===== config.mk =====
export PLATFORM = sky130hd
export DESIGN_NAME = crt_timing_gen
export DESIGN_NICKNAME = d
export VERILOG_FILES = /design/src/rtl/crt_timing_gen.sv
export SDC_FILE = /design/constraint.sdc
export NUM_CORES = 1
export LEC_CHECK = 0
export BUFFER_PORTS_ARGS = -buffer_cell sky130_fd_sc_hd__buf_4
export CORE_AREA = 2 2 185 187
export DETAILED_ROUTE_END_ITERATION = 8
export DIE_AREA = 0 0 187 189
export PLACE_DENSITY_LB_ADDON = 0.2
export SLEW_MARGIN = 20
export SYNTH_ARGS = -nofsm -noshare
export SYNTH_HDL_FRONTEND = slang
export SYNTH_SLANG_ARGS = --single-unit

===== constraint.sdc =====
create_clock -name clk -period 3.4 [get_ports clk]
set_input_delay 0.85 -clock clk [delete_from_list [all_inputs] [get_ports clk]]
set_output_delay 0.85 -clock clk [all_outputs]
set_load 0.02 [all_outputs]

===== src/rtl/crt_timing_gen.sv =====
module crt_timing_gen (
  input  logic        clk,
  input  logic        rst_n,
  input  logic        bus_we,
  input  logic [1:0]  bus_addr,
  input  logic [7:0]  bus_wdata,
  output logic        hsync,
  output logic        vsync,
  output logic        hblank,
  output logic        vblank,
  output logic        disp_en,
  output logic [15:0] row_addr
);
  localparam int HW = 9;
  localparam int VW = 11;
  localparam int AW = 16;

  logic [4:0]  idx;
  logic [7:0]  r_htot, r_hde, r_hbs, r_hss, r_vtot, r_vde, r_vbs, r_vss, r_vbe, r_pitch, r_sa_hi, r_sa_lo;
  logic [4:0]  r_hbe, r_hse;
  logic        r_hbe5;
  logic [3:0]  r_vse;
  logic        r_lock, r_dbl, r_half, r_hpol, r_vpol;
  logic        ov_vt8, ov_vt9, ov_vd8, ov_vd9, ov_vb8, ov_vb9, ov_vs8, ov_vs9;

  logic wr_idx, wr_dat, wr_pol, blocked;
  assign wr_idx  = bus_we && (bus_addr == 2'd0);
  assign wr_dat  = bus_we && (bus_addr == 2'd1);
  assign wr_pol  = bus_we && (bus_addr == 2'd2);
  assign blocked = r_lock && (idx < 5'd8);

  always_ff @(posedge clk or negedge rst_n) begin
    if (!rst_n) begin
      idx <= '0;
      r_htot <= '0; r_hde <= '0; r_hbs <= '0; r_hss <= '0;
      r_vtot <= '0; r_vde <= '0; r_vbs <= '0; r_vss <= '0; r_vbe <= '0;
      r_pitch <= '0; r_sa_hi <= '0; r_sa_lo <= '0;
      r_hbe <= '0; r_hse <= '0; r_hbe5 <= 1'b0; r_vse <= '0;
      r_lock <= 1'b0; r_dbl <= 1'b0; r_half <= 1'b0; r_hpol <= 1'b0; r_vpol <= 1'b0;
      ov_vt8 <= 1'b0; ov_vt9 <= 1'b0; ov_vd8 <= 1'b0; ov_vd9 <= 1'b0;
      ov_vb8 <= 1'b0; ov_vb9 <= 1'b0; ov_vs8 <= 1'b0; ov_vs9 <= 1'b0;
    end else begin
      if (wr_idx) idx <= bus_wdata[4:0];
      if (wr_pol) begin
        r_hpol <= bus_wdata[6];
        r_vpol <= bus_wdata[7];
      end
      if (wr_dat && !blocked) begin
        case (idx)
          5'h00: r_htot <= bus_wdata;
          5'h01: r_hde  <= bus_wdata;
          5'h02: r_hbs  <= bus_wdata;
          5'h03: r_hbe  <= bus_wdata[4:0];
          5'h04: r_hss  <= bus_wdata;
          5'h05: begin
            r_hse  <= bus_wdata[4:0];
            r_hbe5 <= bus_wdata[7];
          end
          5'h06: r_vtot <= bus_wdata;
          5'h07: begin
            ov_vt8 <= bus_wdata[0];
            ov_vd8 <= bus_wdata[1];
            ov_vs8 <= bus_wdata[2];
            ov_vb8 <= bus_wdata[3];
            ov_vt9 <= bus_wdata[5];
            ov_vd9 <= bus_wdata[6];
            ov_vs9 <= bus_wdata[7];
          end
          5'h09: begin
            r_dbl  <= bus_wdata[7];
            ov_vb9 <= bus_wdata[5];
          end
          5'h0C: r_sa_hi <= bus_wdata;
          5'h0D: r_sa_lo <= bus_wdata;
          5'h10: r_vss <= bus_wdata;
          5'h11: begin
            r_vse  <= bus_wdata[3:0];
            r_lock <= bus_wdata[7];
          end
          5'h12: r_vde   <= bus_wdata;
          5'h13: r_pitch <= bus_wdata;
          5'h15: r_vbs   <= bus_wdata;
          5'h16: r_vbe   <= bus_wdata;
          5'h17: r_half  <= bus_wdata[2];
          default: ;
        endcase
      end
    end
  end

  logic [HW-1:0] hlast;
  logic [VW-1:0] vlast, vde_full, vbs_full, vss_full;
  logic [5:0]    hbe_full;
  assign hlast    = {1'b0, r_htot} + 9'd4;
  assign vlast    = {1'b0, ov_vt9, ov_vt8, r_vtot} + 11'd1;
  assign vde_full = {1'b0, ov_vd9, ov_vd8, r_vde};
  assign vbs_full = {1'b0, ov_vb9, ov_vb8, r_vbs};
  assign vss_full = {1'b0, ov_vs9, ov_vs8, r_vss};
  assign hbe_full = {r_hbe5, r_hbe};

  logic [HW-1:0] hcnt;
  logic [VW-1:0] vcnt;
  logic [1:0]    lcnt, lthr;
  logic          h_wrap, v_step, v_wrap;
  assign h_wrap = hcnt >= hlast;
  assign lthr   = {r_dbl & r_half, r_dbl | r_half};
  assign v_step = h_wrap && (lcnt >= lthr);
  assign v_wrap = vcnt >= vlast;

  always_ff @(posedge clk or negedge rst_n) begin
    if (!rst_n) begin
      hcnt <= '0;
      lcnt <= '0;
      vcnt <= '0;
    end else begin
      hcnt <= h_wrap ? '0 : hcnt + 9'd1;
      if (h_wrap) lcnt <= v_step ? 2'd0 : lcnt + 2'd1;
      if (v_step) vcnt <= v_wrap ? '0 : vcnt + 11'd1;
    end
  end

  logic hs_q, hb_q, vs_q, vb_q, de_q;
  logic hs_set, hs_clr, hb_set, hb_clr, vs_set, vs_clr, vb_set, vb_clr, vs_rise;
  assign hs_set  = hcnt == {1'b0, r_hss};
  assign hs_clr  = hcnt[4:0] == r_hse;
  assign hb_set  = hcnt == {1'b0, r_hbs};
  assign hb_clr  = hcnt[5:0] == hbe_full;
  assign vs_set  = vcnt == vss_full;
  assign vs_clr  = vcnt[3:0] == r_vse;
  assign vb_set  = vcnt == vbs_full;
  assign vb_clr  = vcnt[7:0] == r_vbe;
  assign vs_rise = vs_set && !vs_q;

  always_ff @(posedge clk or negedge rst_n) begin
    if (!rst_n) begin
      hs_q <= 1'b0; hb_q <= 1'b0; vs_q <= 1'b0; vb_q <= 1'b0; de_q <= 1'b0;
    end else begin
      hs_q <= hs_set | (hs_q & ~hs_clr);
      hb_q <= hb_set | (hb_q & ~hb_clr);
      vs_q <= vs_set | (vs_q & ~vs_clr);
      vb_q <= vb_set | (vb_q & ~vb_clr);
      de_q <= (hcnt <= {1'b0, r_hde}) && (vcnt <= vde_full);
    end
  end

  logic [AW-1:0] start_live, row;
  always_ff @(posedge clk or negedge rst_n) begin
    if (!rst_n) begin
      start_live <= '0;
      row        <= '0;
    end else begin
      if (vs_rise) start_live <= {r_sa_hi, r_sa_lo};
      if (v_step)  row <= v_wrap ? start_live : row + {7'd0, r_pitch, 1'b0};
    end
  end

  assign hsync    = hs_q ^ r_hpol;
  assign vsync    = vs_q ^ r_vpol;
  assign hblank   = hb_q;
  assign vblank   = vb_q;
  assign disp_en  = de_q;
  assign row_addr = row;

  assert_hcount_R1: assert property (@(posedge clk) disable iff (!rst_n)
    !h_wrap |=> hcnt == $past(hcnt) + 9'd1);
  assert_vhold_R8: assert property (@(posedge clk) disable iff (!rst_n)
    !v_step |=> $stable(vcnt));
  assert_lock_R10: assert property (@(posedge clk) disable iff (!rst_n)
    (wr_dat && r_lock && idx == 5'h00) |=> $stable(r_htot));
  assert_start_hold_R11: assert property (@(posedge clk) disable iff (!rst_n)
    !vs_rise |=> $stable(start_live));
  assert_reload_R12: assert property (@(posedge clk) disable iff (!rst_n)
    (v_step && v_wrap) |=> row == $past(start_live));
endmodule


======== Yosys cells after proc, flatten, opt, wreduce, memory -nomap -nowiden ========
Cells that the tools add are included.
word-level totals
  output and inout port bits .............. 21
  register bits after elaboration ......... 188
  logic and storage cells ................. 129
  bits of input ports ..................... 13
operators by class
  mux-type cells .......................... 4
  bitwise gates (word level) .............. 16
  $add $sub $neg .......................... 6
  equality and inequality tests ........... 27
  reduce and logical (&&, ||, !) cells .... 30
  order comparisons ....................... 6
operator list
  kind                                                                   count
  2-bit AND reduction                                                    18
  5-bit equality test, second input constant                             7
  11-bit by 10-bit equality test with 1-bit output                       2
  5-bit by 3-bit equality test with 1-bit output, second input constant  4
  9-bit by 8-bit equality test with 1-bit output                         2
  16-bit by 9-bit adder with 16-bit output                               1
  16-bit two-way mux                                                     1
  5-bit by 4-bit equality test with 1-bit output, second input constant  3
  10-bit by 1-bit adder with 11-bit output, second input constant        1
  11-bit by 1-bit adder with 11-bit output, second input constant        1
  11-bit >= comparator                                                   1
  11-bit by 10-bit <= comparator with 1-bit output                       1
  11-bit two-way mux                                                     1
  5-bit by 2-bit equality test with 1-bit output, second input constant  2
  8-bit by 3-bit adder with 9-bit output, second input constant          1
  9-bit by 1-bit adder with 9-bit output, second input constant          1
  9-bit >= comparator                                                    1
  9-bit by 8-bit <= comparator with 1-bit output                         1
  9-bit two-way mux                                                      1
  8-bit equality test                                                    1
  1-bit logical AND                                                      8
  6-bit equality test                                                    1
  1-bit bitwise AND                                                      5
  5-bit by 1-bit equality test with 1-bit output, second input constant  1
  14 further kinds                                                       23

======== Longest topological paths before layout ========
Gate-level depths: netlist of run 1.
  depth after elaboration ................. 5
  gate-level depth with buffers ........... 13
  gate-level depth less buffers ........... 11

======== Least setup slack after synthesis of run 1 ========
Ideal clock, no wire load.
  path type ............................... flip-flop to flip-flop
  start point ............................. register r_vtot[0]
  end point ............................... register row[14] (netlist: row_addr[14])
  period minus slack after synthesis ...... 2.673 ns
  cell stages (with the launch flop) ...... 13
  setup slack ............................. 0.727 ns
  arrival ................................. 2.553 ns
  library setup time ...................... 0.120 ns
  buffers on the path ..................... 1
  required time ........................... 3.280 ns
  cells stage by stage .................... dfrtp_1 -> ha_1 -> nand3_1 -> nor2_1 -> xnor2_1 -> ha_1 -> and4_1 -> o21ai_0 -> o211ai_2 -> a21o_1 -> buf_6 -> or4_1 -> o211a_1
on the way
  word-level cells in the longest chain between the ends .. 3
RTL lines
  element                                   RTL line  RTL
  start, declared                           19        logic [7:0] r_htot, r_hde, r_hbs, r_hss, r_vtot, r_vde, r_vbs, r_vss, r_vbe, r_pitch, r_sa_hi, r_sa_lo;
  start signal, assigned                    59        5'h06: r_vtot <= bus_wdata;
  10-bit by 1-bit adder with 11-bit output  95        assign vlast = {1'b0, ov_vt9, ov_vt8, r_vtot} + 11'd1;
  11-bit >= comparator                      108       assign v_wrap = vcnt >= vlast;
  16-bit two-way mux                        153       if (v_step) row <= v_wrap ? start_live : row + {7'd0, r_pitch, 1'b0};
  end signal, assigned                      153
  end, declared                             146       logic [AW-1:0] start_live, row;
Every way passes these cells.
A chain may end at the register's enable or synchronous reset.

======== Final worst setup path of run 1 ========
  start point ............................. register r_htot[2]
  end point ............................... register row[10] (netlist: row_addr[10])
on the way
  word-level cells in the longest chain between the ends .. 3
RTL lines
  element                                 RTL line  RTL
  start, declared                         19
  start signal, assigned                  50        5'h00: r_htot <= bus_wdata;
  8-bit by 3-bit adder with 9-bit output  94        assign hlast = {1'b0, r_htot} + 9'd4;
  9-bit >= comparator                     105       assign h_wrap = hcnt >= hlast;
  1-bit logical AND                       107       assign v_step = h_wrap && (lcnt >= lthr);
Every way passes these cells.

==> impl_metrics.py, run 1 <==
metrics = {
    "setup_path": {
        "critPathArrivalTime_ns": 3.36,
        "end_kind": "flip-flop",
        "critical_path.reg2reg.endpoint": "row_addr[10]",
        "path_max_fanout": 12,
        "timing.rr.start": "r_htot[2]",
        "critical_path_required_ns": 3.72,
        "timing_worst_setup_path_type": "flip-flop to flip-flop",
        "crit_path_start": "r_htot[2]",
        "reg2reg_slack_ns": 0.36,
        "worst_r2r_path_depth": 9,
        "crit_path_start_kind": "flip-flop",
    },
    "grt": {
        "use_met3": 0.0215,
        "vias_in_the_first_global_route": 6555,
        "wire_length_of_the_first_global_routing_pass_mm": 38.9,
        "global_route.peak_usage_layer": "met2",
        "groute.layer.met2.usage": 0.230,
        "grt_overflow_total": 0,
        "globalRouteTotalUtil": 0.144,
        "grt_start_max_net_pins": 65,
        "global_route.usage.met1": 0.202,
        "grt_antenna_before_repair": 0,
    },
    "route": {
        "via_per_inst": 4.80,
        "routed_wire_length_per_instance_um": 18.1,
        "drt_pre_antenna_iters": 4,
        "drc": 0,
        "drt-initial-drc-count": 261,
        "drt-total-wl_mm": 24.2,
        "drt.antenna.violating_nets": 0,
        "vias": 6426,
    },
    "synth": {
        "synth-warning-count": 0,
        "number_of_different_library_cells_in_the_post_synthesis_netlist": 66,
        "synth-compound-area-share": 0.0762,
        "synth.net_count": 905,
        "synthXorXnorAreaFrac": 0.0739,
        "postSynthRegisterBits": 188,
        "synth_simple_gate_area_frac": 0.103,
        "yosysSeqAreaShare": 0.478,
        "synth.mux.area_fraction": 0.169,
        "largest_family_of_logic_cells_by_synthesized_area": "multiplexers",
        "synthFlopType": "sky130_fd_sc_hd__dfrtp_1",
        "asyncSetResetFlopFracSynth": 1.00,
        "synthAdderAreaFrac": 0.0682,
        "synth-edff-count": 0,
        "synth_area_um2": 9840,
        "syn_inst": 839,
        "syn_area_per_cell_um2": 11.7,
    },
    "floorplan": {
        "io-pin-count": 34,
        "placeableCoreArea_um2": 33300,
        "die_x_um": 187,
        "fp.dieH_um": 189,
        "floorplan.initialDensity": 0.296,
        "placement_rows": 67,
        "floorplan.die_area_um2": 35300,
    },
    "power": {
        "sw_frac_of_total": 0.359,
        "power.internal_mw": 5.54,
        "power.clock.fraction": 0.251,
        "irDropWorstVdd_mv": 0.351,
        "p_leak_nw": 5.27,
        "seq_power_share": 0.379,
        "share_comb_of_total_power": 0.370,
        "post-layout-total-power_mw": 8.64,
        "pwr_density_cell_nw_per_um2": 764,
        "net_switching_component_of_the_power_mw": 3.10,
    },
    "placed_design": {
        "dpl.hpwl_mm": 15.8,
        "placedInstanceArea_um2": 10700,
        "gp_routability_congestion": 0.760,
        "place.port_buffers": 33,
    },
    "timing": {
        "fin_setup_tns_ns": 0,
        "finalHoldViolations": 0,
        "final.setup_skew_ns": 0.0116,
        "max_slew_margin": 0.540,
        "finalCriticalPeriod_ns": 3.04,
        "final-setup-viol-count": 0,
        "max_freq_ghz": 0.329,
        "share_of_the_clock_period_used_by_the_worst_path": 0.895,
        "worst_pin_slew_ns": 0.687,
        "maxSlewViolCount": 0,
        "grt_setup_unrepaired": "no",
    },
    "cts": {
        "clock-root-buffer": "sky130_fd_sc_hd__clkbuf_16",
        "cts_max_path_buffers": 2,
        "clock_latency_ns": 0.44,
        "ctsHoldBuffers": 0,
        "clock_tree_from_tritoncts": "done",
        "clk_transition_reported_paths_ns": 0.07,
        "depth_of_the_cts_h_tree": 4,
        "cts_sinks": 188,
        "cts_made_buffers": 17,
    },
    "job": {
        "cap_viol_max_count": 0,
    },
    "run_status": {
        "run_status": "finished clean",
    },
    "final_layout": {
        "synthToLayoutAreaGrowth_pct": 15.0,
        "nets": 944,
        "antenna_cells": 0,
        "layout-drive-gt1-share": 0.290,
        "final_instance_area_um2": 11300,
    },
    "min_path": {
        "hold_path.class": "input port to async pin",
    },
}
==> cell usage in the layout (no fill, tap or decap), drive strengths merged, types with 3 or more instances in the layout <==
master | synthesis | final
mux2 | 145 | 145
nand2b | 7 | 7
a21oi | 18 | 18
nor2b | 11 | 11
or3 | 5 | 5
o41ai | 3 | 3
nor3 | 9 | 9
xor2 | 42 | 42
o211ai | 5 | 5
o21ai | 32 | 32
and4 | 3 | 3
or4 | 5 | 5
bufinv | 0 | 4
nor4 | 7 | 7
o21a | 4 | 4
dfrtp | 188 | 188
and3 | 13 | 13
clkinv | 0 | 5
clkbuf | 21 | 18
inv | 34 | 38
nor2 | 35 | 35
buf | 16 | 56
nand4 | 12 | 12
a22o | 9 | 9
mux2i | 3 | 3
xnor2 | 41 | 41
ha | 52 | 52
a21o | 10 | 10
nand2 | 44 | 44
or2 | 3 | 3
a31oi | 4 | 4
nand3 | 30 | 30
==> worst max-delay path, cell delays in order (launching register included) <==
cell                        delay [ns]
sky130_fd_sc_hd__dfrtp_1          0.42
sky130_fd_sc_hd__ha_1             0.21
sky130_fd_sc_hd__nand3_1          0.11
sky130_fd_sc_hd__or2_2            0.31
sky130_fd_sc_hd__ha_1             0.31
sky130_fd_sc_hd__and4_1           0.22
sky130_fd_sc_hd__o2111ai_2        0.22
sky130_fd_sc_hd__a21o_1           0.41
sky130_fd_sc_hd__or4_1            0.57
sky130_fd_sc_hd__o221a_2          0.14
==> sequential cells by signal, indices dropped and copies added, names as in the netlist, 2 cells and up <==
register,flops
hcnt,9
idx,5
lcnt,2
r_hbe,5
r_hbs,8
r_hde,8
r_hse,5
r_hss,8
r_htot,8
r_pitch,8
r_sa_hi,8
r_sa_lo,8
r_vbe,8
r_vbs,8
r_vde,8
r_vse,4
r_vss,8
r_vtot,8
row_addr,16
start_live,16
vcnt,11
==> worst max path at each step <==
stage                   end  slack, ns  cells past startpoint
3_5_place_dp    row_addr[9]       0.29                     12
5_1_grt        row_addr[14]       0.15                     11
4_1_cts         row_addr[9]       0.24                     12
6_report       row_addr[10]       0.36                      9
2_1_floorplan  row_addr[14]       0.73                     12
3_3_place_gp    row_addr[9]       0.32                     12
==> Yosys cell counts (7+ instances only) <==
cell                       number  share of area
sky130_fd_sc_hd__nand2_1       44          0.017
sky130_fd_sc_hd__nand3_1       29          0.015
sky130_fd_sc_hd__a21oi_1       17         0.0086
sky130_fd_sc_hd__inv_1         34          0.013
sky130_fd_sc_hd__ha_1          52          0.066
sky130_fd_sc_hd__nor2b_1       11         0.0070
sky130_fd_sc_hd__nor2_1        32          0.012
sky130_fd_sc_hd__xor2_1        42          0.037
sky130_fd_sc_hd__a21o_1        10         0.0076
sky130_fd_sc_hd__mux2_2       145           0.17
sky130_fd_sc_hd__xnor2_1       41          0.036
sky130_fd_sc_hd__clkbuf_1      21         0.0080
sky130_fd_sc_hd__buf_2         10         0.0051
sky130_fd_sc_hd__and3_1        13         0.0083
sky130_fd_sc_hd__o21ai_0       31          0.016
sky130_fd_sc_hd__dfrtp_1      188           0.48
sky130_fd_sc_hd__nor3_1         7         0.0036
sky130_fd_sc_hd__a22o_1         9         0.0080
sky130_fd_sc_hd__nand4_1       12         0.0076
==> power groups by stage <==
stage                     clock [mW]  sequential, mW  combinational, mW
after floorplan                    0            3.27               2.29
after global placement             0            3.31               3.20
after detailed placement           0            3.32               3.23
after CTS                       2.24            3.28               3.25
after global routing            2.33            3.36               3.59
final                           2.17            3.27               3.20
==> timing repair <==
action / in CTS / in global routing
resized for setup: 0 / 1
endpoints found under the hold margin: 0 / 0
setup endpoints to repair: 0 / 2
setup buffers: 0 / 0
==> layer usage <==
layer	up-vias	wire, um
met5	-	0
met4	0	384
met3	28	435
met2	71	11100
met1	3254	12300
li1	3073	-
==> cell families (layout without fill, tap and decap cells) <==
| kind of cell | Yosys count | in the layout |
|---|---|---|
| AND/OR/NAND/NOR | 189 | 189 |
| flip-flops | 188 | 188 |
| multiplexers | 148 | 148 |
| AO/OA/AOI/OAI | 107 | 107 |
| XOR/XNOR | 83 | 83 |
| buffers and inverters | 71 | 123 |
| adder cells (fa/ha/maj) | 53 | 53 |
==> area by class of cell <==
type                    instances  area, um^2
flip-flops and latches        188        4700
fillers                      3355       22000
multi-input cells             580        4830
well taps                     448         561
clock buffers                  17         425
inverters                      34         128
clock inverters                15         210
repair buffers                 57         459
==> per-stage QoR <==
| step | setup slack, ns | instances | utilization | hold WS, ns |
|---|---|---|---|---|
| detailed placement | 0.286 | 1307 | 0.321 | 0.493 |
| CTS | 0.240 | 1339 | 0.340 | 0.414 |
| floorplan | 0.727 | 839 | - | 0.472 |
| global route | 0.152 | 1339 | 0.340 | 0.443 |
| finish | 0.358 | 1339 | 0.340 | 0.416 |
| global placement | 0.321 | 1307 | 0.321 | 0.484 |
(Power assumes the default switching activity.)
==> inputs of run 2 (changes only) <==
==> constraint.sdc (replaced) <==
create_clock -name clk -period 3.4 [get_ports clk]
set_input_delay 1.02 -clock clk [delete_from_list [all_inputs] [get_ports clk]]
set_output_delay 1.02 -clock clk [all_outputs]
set_load 0.02 [all_outputs]
==> impl_metrics.py, run 2 (same netlist as run 1, synthesis figures left out) <==
metrics = {
    "placed_design": {
        "gp_routability_congestion": 0.761,
        "place.port_buffers": 33,
        "post-place-cells": 1308,
        "dpl.hpwl_mm": 15.8,
    },
    "route": {
        "drc": 0,
        "drt.antenna.violating_nets": 0,
        "drt-initial-drc-count": 330,
        "vias": 6405,
        "routed_wire_length_per_instance_um": 18.1,
        "drt_pre_antenna_iters": 4,
        "drt-total-wl_mm": 24.2,
        "via_per_inst": 4.78,
    },
    "grt": {
        "grt_start_max_net_pins": 62,
        "grt_antenna_before_repair": 0,
        "wire_length_of_the_first_global_routing_pass_mm": 39.0,
        "grt_overflow_total": 0,
        "globalRouteTotalUtil": 0.144,
        "vias_in_the_first_global_route": 6600,
    },
    "cts": {
        "clock_tree_from_tritoncts": "done",
        "clock_latency_ns": 0.44,
        "depth_of_the_cts_h_tree": 4,
        "cts_max_path_buffers": 2,
        "ctsResizeCount": 0,
        "cts_made_buffers": 17,
        "clk_transition_reported_paths_ns": 0.07,
        "cts_sinks": 188,
        "clock-root-buffer": "sky130_fd_sc_hd__clkbuf_16",
        "postCtsSetupBuffers": 0,
        "ctsHoldBuffers": 0,
    },
    "job": {
        "cap_viol_max_count": 0,
    },
    "timing": {
        "max_slew_margin": 0.595,
        "max_freq_ghz": 0.327,
        "finalCriticalPeriod_ns": 3.06,
        "worst_pin_slew_ns": 0.607,
        "final-setup-viol-count": 0,
        "final.setup_skew_ns": 0.00959,
        "maxSlewViolCount": 0,
        "share_of_the_clock_period_used_by_the_worst_path": 0.899,
        "fin_setup_tns_ns": 0,
        "finalHoldViolations": 0,
        "grt_setup_unrepaired": "no",
    },
    "power": {
        "irDropWorstVdd_mv": 0.360,
        "pwr_density_cell_nw_per_um2": 768,
        "post-layout-total-power_mw": 8.73,
        "p_leak_nw": 5.29,
    },
    "final_layout": {
        "final_cell_mix": "188 x sky130_fd_sc_hd__dfrtp_1, 145 x sky130_fd_sc_hd__mux2_2, 54 x sky130_fd_sc_hd__buf_4",
        "layout.core_utilization": 0.342,
        "antenna_cells": 0,
        "commonest_non_fill_non_tap_cell_in_the_layout": "sky130_fd_sc_hd__dfrtp_1",
        "synthToLayoutAreaGrowth_pct": 15.5,
        "layout-drive-gt1-share": 0.290,
        "nets": 945,
        "finish.cell_count_without_fillers": 1339,
    },
    "setup_path": {
        "path_max_fanout": 12,
        "crit_path_start_kind": "flip-flop",
        "timing_worst_setup_path_type": "flip-flop to flip-flop",
        "slowest_stage": "sky130_fd_sc_hd__or4_1",
        "end_kind": "flip-flop",
        "cpMostUsedCell": "sky130_fd_sc_hd__ha_1",
        "critPathArrivalTime_ns": 3.38,
        "crit_chain": "ha_1 -> nand3_1 -> or2_2 -> ha_1 -> and4_1 -> o2111ai_2 -> a21o_1 -> or4_1 -> o221a_2",
        "critical_path_required_ns": 3.73,
        "crit_path_max_incr_delay_ns": 0.58,
    },
    "floorplan": {
        "io-pin-count": 34,
        "placeableCoreArea_um2": 33300,
        "fp.dieH_um": 189,
        "placement_rows": 67,
        "die_x_um": 187,
        "floorplan.die_area_um2": 35300,
        "floorplan.initialDensity": 0.296,
    },
    "run_status": {
        "run_status": "finished clean",
    },
    "min_path": {
        "hold_path.class": "flip-flop to flip-flop",
    },
}
==> run 2: changes by cell type in the layout (fill, tap and decap cells not counted) <==
cell,before,now
sky130_fd_sc_hd__bufinv_16,4,5
sky130_fd_sc_hd__clkbuf_8,1,5
sky130_fd_sc_hd__inv_6,4,0
sky130_fd_sc_hd__clkinvlp_4,2,3
sky130_fd_sc_hd__buf_12,2,3
sky130_fd_sc_hd__clkinv_4,4,1
==> run 2: worst paths after layout <==
check | cells past startpoint | start | slack, ns | to
worst max-delay path | 9 | r_htot[2] | 0.34 | row_addr[10]
worst min-delay path | 1 | r_htot[1] | 0.51 | r_htot[1]
worst max register to register | 9 | r_htot[2] | 0.34 | row_addr[10]
worst min register to register | 1 | r_htot[1] | 0.51 | r_htot[1]
max in group asynchronous | 2 | rst_n | 2.13 | start_live[1]
min in group asynchronous | 1 | rst_n | 0.57 | r_hse[0]
==> run 2: layout make-up <==
cell class / instances / area (um^2)
Fill cell: 3344 / 21900
Multi-Input combinational cell: 580 / 4830
Sequential cell: 188 / 4700
Tap cell: 448 / 561
Clock buffer: 21 / 480
Timing Repair Buffer: 58 / 479
Clock inverter: 10 / 186
Inverter: 34 / 128
==> run 2: through the flow <==
step                cell area [um^2]  hold WS (ns)  setup slack, ns
floorplan                       9840         0.472            0.727
global placement               10700         0.481            0.328
detailed placement             10700         0.489            0.250
CTS                            11400         0.508            0.223
global route                   11400         0.521            0.152
finish                         11400         0.506            0.342
==> run 2: critical path: cells and delay by family (launching register included) <==
| family | cells | cell delay (ns) |
|---|---|---|
| AOI/OAI and AO/OA | 3 | 0.79 |
| adders and majority gates | 2 | 0.52 |
| DFF | 1 | 0.42 |
| and+or+nand+nor | 4 | 1.22 |
==> run 2: per-layer routing <==
metal | wire length [um] | vias up | track usage
met2 | 11100 | 71 | 0.229
met4 | 259 | 0 | 0.0391
li1 | - | 3063 | -
met3 | 569 | 12 | 0.0211
met1 | 12300 | 3259 | 0.204
met5 | 0 | - | 0
==> run 2: power breakdown <==
part | internal, mW | switching (mW) | total (mW)
Clock | 1.38 | 0.880 | 2.26
Sequential | 2.81 | 0.469 | 3.27
Combinational | 1.49 | 1.70 | 3.20
==> inputs of run 3 (changes only) <==
--- a/config.mk
+++ b/config.mk
@@ -5,8 +5,9 @@
 export SDC_FILE = /design/constraint.sdc
 export NUM_CORES = 1
 export LEC_CHECK = 0
-export BUFFER_PORTS_ARGS = -buffer_cell sky130_fd_sc_hd__buf_4
+export BUFFER_PORTS_ARGS = -buffer_cell sky130_fd_sc_hd__buf_2
 export CORE_AREA = 2 2 185 187
+export CTS_CLUSTER_SIZE = 40
 export DETAILED_ROUTE_END_ITERATION = 8
 export DIE_AREA = 0 0 187 189
 export PLACE_DENSITY_LB_ADDON = 0.2
==> impl_metrics.py, run 3 (same netlist as run 1, synthesis figures left out) <==
metrics = {
    "route": {
        "drt-initial-drc-count": 337,
        "routed_wire_length_per_instance_um": 18.0,
        "drc": 0,
        "drt-total-wl_mm": 24.2,
        "drt.antenna.violating_nets": 0,
        "vias": 6437,
        "drt_pre_antenna_iters": 4,
        "via_per_inst": 4.79,
    },
    "timing": {
        "maxSlewViolCount": 0,
        "share_of_the_clock_period_used_by_the_worst_path": 0.905,
        "max_freq_ghz": 0.325,
        "holdWs_ns": 0.504,
        "finalCriticalPeriod_ns": 3.08,
        "final.setup_skew_ns": 0.00952,
        "final-setup-viol-count": 0,
        "max_slew_margin": 0.589,
        "fin_setup_tns_ns": 0,
        "grt_setup_unrepaired": "no",
        "finalHoldViolations": 0,
        "worst_pin_slew_ns": 0.616,
    },
    "floorplan": {
        "io-pin-count": 34,
        "placeableCoreArea_um2": 33300,
        "fp.dieH_um": 189,
        "floorplan.die_area_um2": 35300,
        "floorplan.initialDensity": 0.296,
        "die_x_um": 187,
        "placement_rows": 67,
    },
    "cts": {
        "clock-root-buffer": "sky130_fd_sc_hd__clkbuf_16",
        "cts_made_buffers": 17,
        "ctsResizeCount": 0,
        "cts_sinks": 188,
        "clk_transition_reported_paths_ns": 0.07,
        "clock_latency_ns": 0.44,
        "ctsHoldBuffers": 0,
        "clock_tree_from_tritoncts": "done",
        "depth_of_the_cts_h_tree": 4,
        "cts_max_path_buffers": 2,
        "postCtsSetupBuffers": 0,
    },
    "setup_path": {
        "cp-endpoint": "row_addr[14]",
        "slowest_stage": "sky130_fd_sc_hd__or4_1",
        "timing.rr.start": "r_vtot[0]",
        "reg2reg_slack_ns": 0.32,
        "critical_path_required_ns": 3.72,
        "critPathArrivalTime_ns": 3.40,
        "cpMostUsedCell": "sky130_fd_sc_hd__ha_1",
        "end_kind": "flip-flop",
        "crit_path_start": "r_vtot[0]",
        "timing_worst_setup_path_type": "flip-flop to flip-flop",
        "worst_r2r_path_depth": 11,
        "crit_path_start_kind": "flip-flop",
        "crit_chain": "ha_1 -> nand3_1 -> nor2_1 -> xnor2_1 -> ha_1 -> and4_1 -> o21ai_0 -> o211ai_2 -> a21o_1 -> or4_1 -> o211a_1",
        "critical_path.reg2reg.endpoint": "row_addr[14]",
        "crit_path_max_incr_delay_ns": 0.60,
        "path_max_fanout": 19,
    },
    "placed_design": {
        "post-place-cells": 1313,
        "dpl.hpwl_mm": 16.1,
        "gp_routability_congestion": 0.744,
        "place.port_buffers": 33,
        "placedInstanceArea_um2": 10600,
    },
    "grt": {
        "grt_start_max_net_pins": 71,
        "grt_antenna_before_repair": 0,
        "vias_in_the_first_global_route": 6635,
        "globalRouteTotalUtil": 0.146,
        "wire_length_of_the_first_global_routing_pass_mm": 39.8,
        "grt_overflow_total": 0,
    },
    "final_layout": {
        "layout-drive-gt1-share": 0.292,
        "final_instance_area_um2": 11200,
        "synthToLayoutAreaGrowth_pct": 13.6,
        "n_fill_cell": 3366,
        "commonest_non_fill_non_tap_cell_in_the_layout": "sky130_fd_sc_hd__dfrtp_1",
        "final_cell_mix": "188 x sky130_fd_sc_hd__dfrtp_1, 145 x sky130_fd_sc_hd__mux2_2, 52 x sky130_fd_sc_hd__ha_1",
        "nets": 950,
        "finish.cell_count_without_fillers": 1344,
        "antenna_cells": 0,
    },
    "power": {
        "pwr_density_cell_nw_per_um2": 743,
        "irDropWorstVdd_mv": 0.298,
        "net_switching_component_of_the_power_mw": 3.08,
        "seq_power_share": 0.391,
        "post-layout-total-power_mw": 8.30,
        "power.internal_mw": 5.22,
        "sw_frac_of_total": 0.372,
        "power.clock.fraction": 0.228,
        "share_comb_of_total_power": 0.381,
        "p_leak_nw": 5.22,
    },
    "run_status": {
        "run_status": "finished clean",
    },
    "min_path": {
        "hold_path.class": "flip-flop to flip-flop",
    },
    "job": {
        "cap_viol_max_count": 0,
    },
}
==> run 3: changes by cell type in the layout (fill, tap and decap cells not counted), moves of 2 or more <==
cell / delta
sky130_fd_sc_hd__buf_4: -25
sky130_fd_sc_hd__bufinv_16: -5
sky130_fd_sc_hd__buf_12: -2
sky130_fd_sc_hd__buf_2: +32
sky130_fd_sc_hd__clkinvlp_4: +2
sky130_fd_sc_hd__clkbuf_8: -2
sky130_fd_sc_hd__inv_6: +3
==> run 3: worst min-delay path by stage <==
stage / startpoint / cells after the start / end / slack [ns]
after floorplan: start_live[9] / 1 / start_live[9] / 0.47
after global routing: ov_vd9 / 1 / ov_vd9 / 0.52
after detailed placement: r_vde[2] / 1 / r_vde[2] / 0.49
final: r_sa_hi[7] / 1 / r_sa_hi[7] / 0.50
after CTS: start_live[14] / 1 / start_live[14] / 0.51
after global placement: start_live[14] / 1 / start_live[14] / 0.49
==> run 3: critical path: cells and delay by family (launching register included) <==
| family | cells | cell delay, ns |
|---|---|---|
| compound gates | 4 | 0.73 |
| simple gates | 4 | 1.16 |
| xor+xnor | 1 | 0.17 |
| flops | 1 | 0.41 |
| fa+ha+maj | 2 | 0.49 |
==> run 3: area by class of cell <==
type,count,area (um^2),share of cell area
flip-flops and latches,188,4700,0.421
well taps,448,561,0.0502
clock buffers,19,453,0.0405
clock inverters,12,91.3,0.00817
repair buffers,63,412,0.0368
inverters,34,128,0.0114
multi-input cells,580,4830,0.432
==> run 3: power groups by stage <==
stage | Sequential (mW) | Clock [mW] | Combinational (mW)
2_1_floorplan | 3.27 | 0 | 2.29
3_3_place_gp | 3.29 | 0 | 3.18
3_5_place_dp | 3.29 | 0 | 3.21
4_1_cts | 3.26 | 1.95 | 3.22
5_1_grt | 3.34 | 2.06 | 3.58
6_report | 3.25 | 1.89 | 3.16
==> run 3: through the flow <==
| stage | util | setup WS [ns] |
|---|---|---|
| floorplan | - | 0.727 |
| global placement | 0.319 | 0.379 |
| detailed placement | 0.319 | 0.331 |
| CTS | 0.336 | 0.304 |
| global route | 0.336 | 0.0740 |
| finish | 0.336 | 0.323 |
==> run 3: routing by layer <==
metal | vias up | GRT usage | part of all wire
li1 | 3066 | - | -
met1 | 3288 | 0.209 | 0.51
met2 | 70 | 0.231 | 0.46
met3 | 13 | 0.0211 | 0.021
met4 | 0 | 0.0400 | 0.0096
met5 | - | 0 | 0
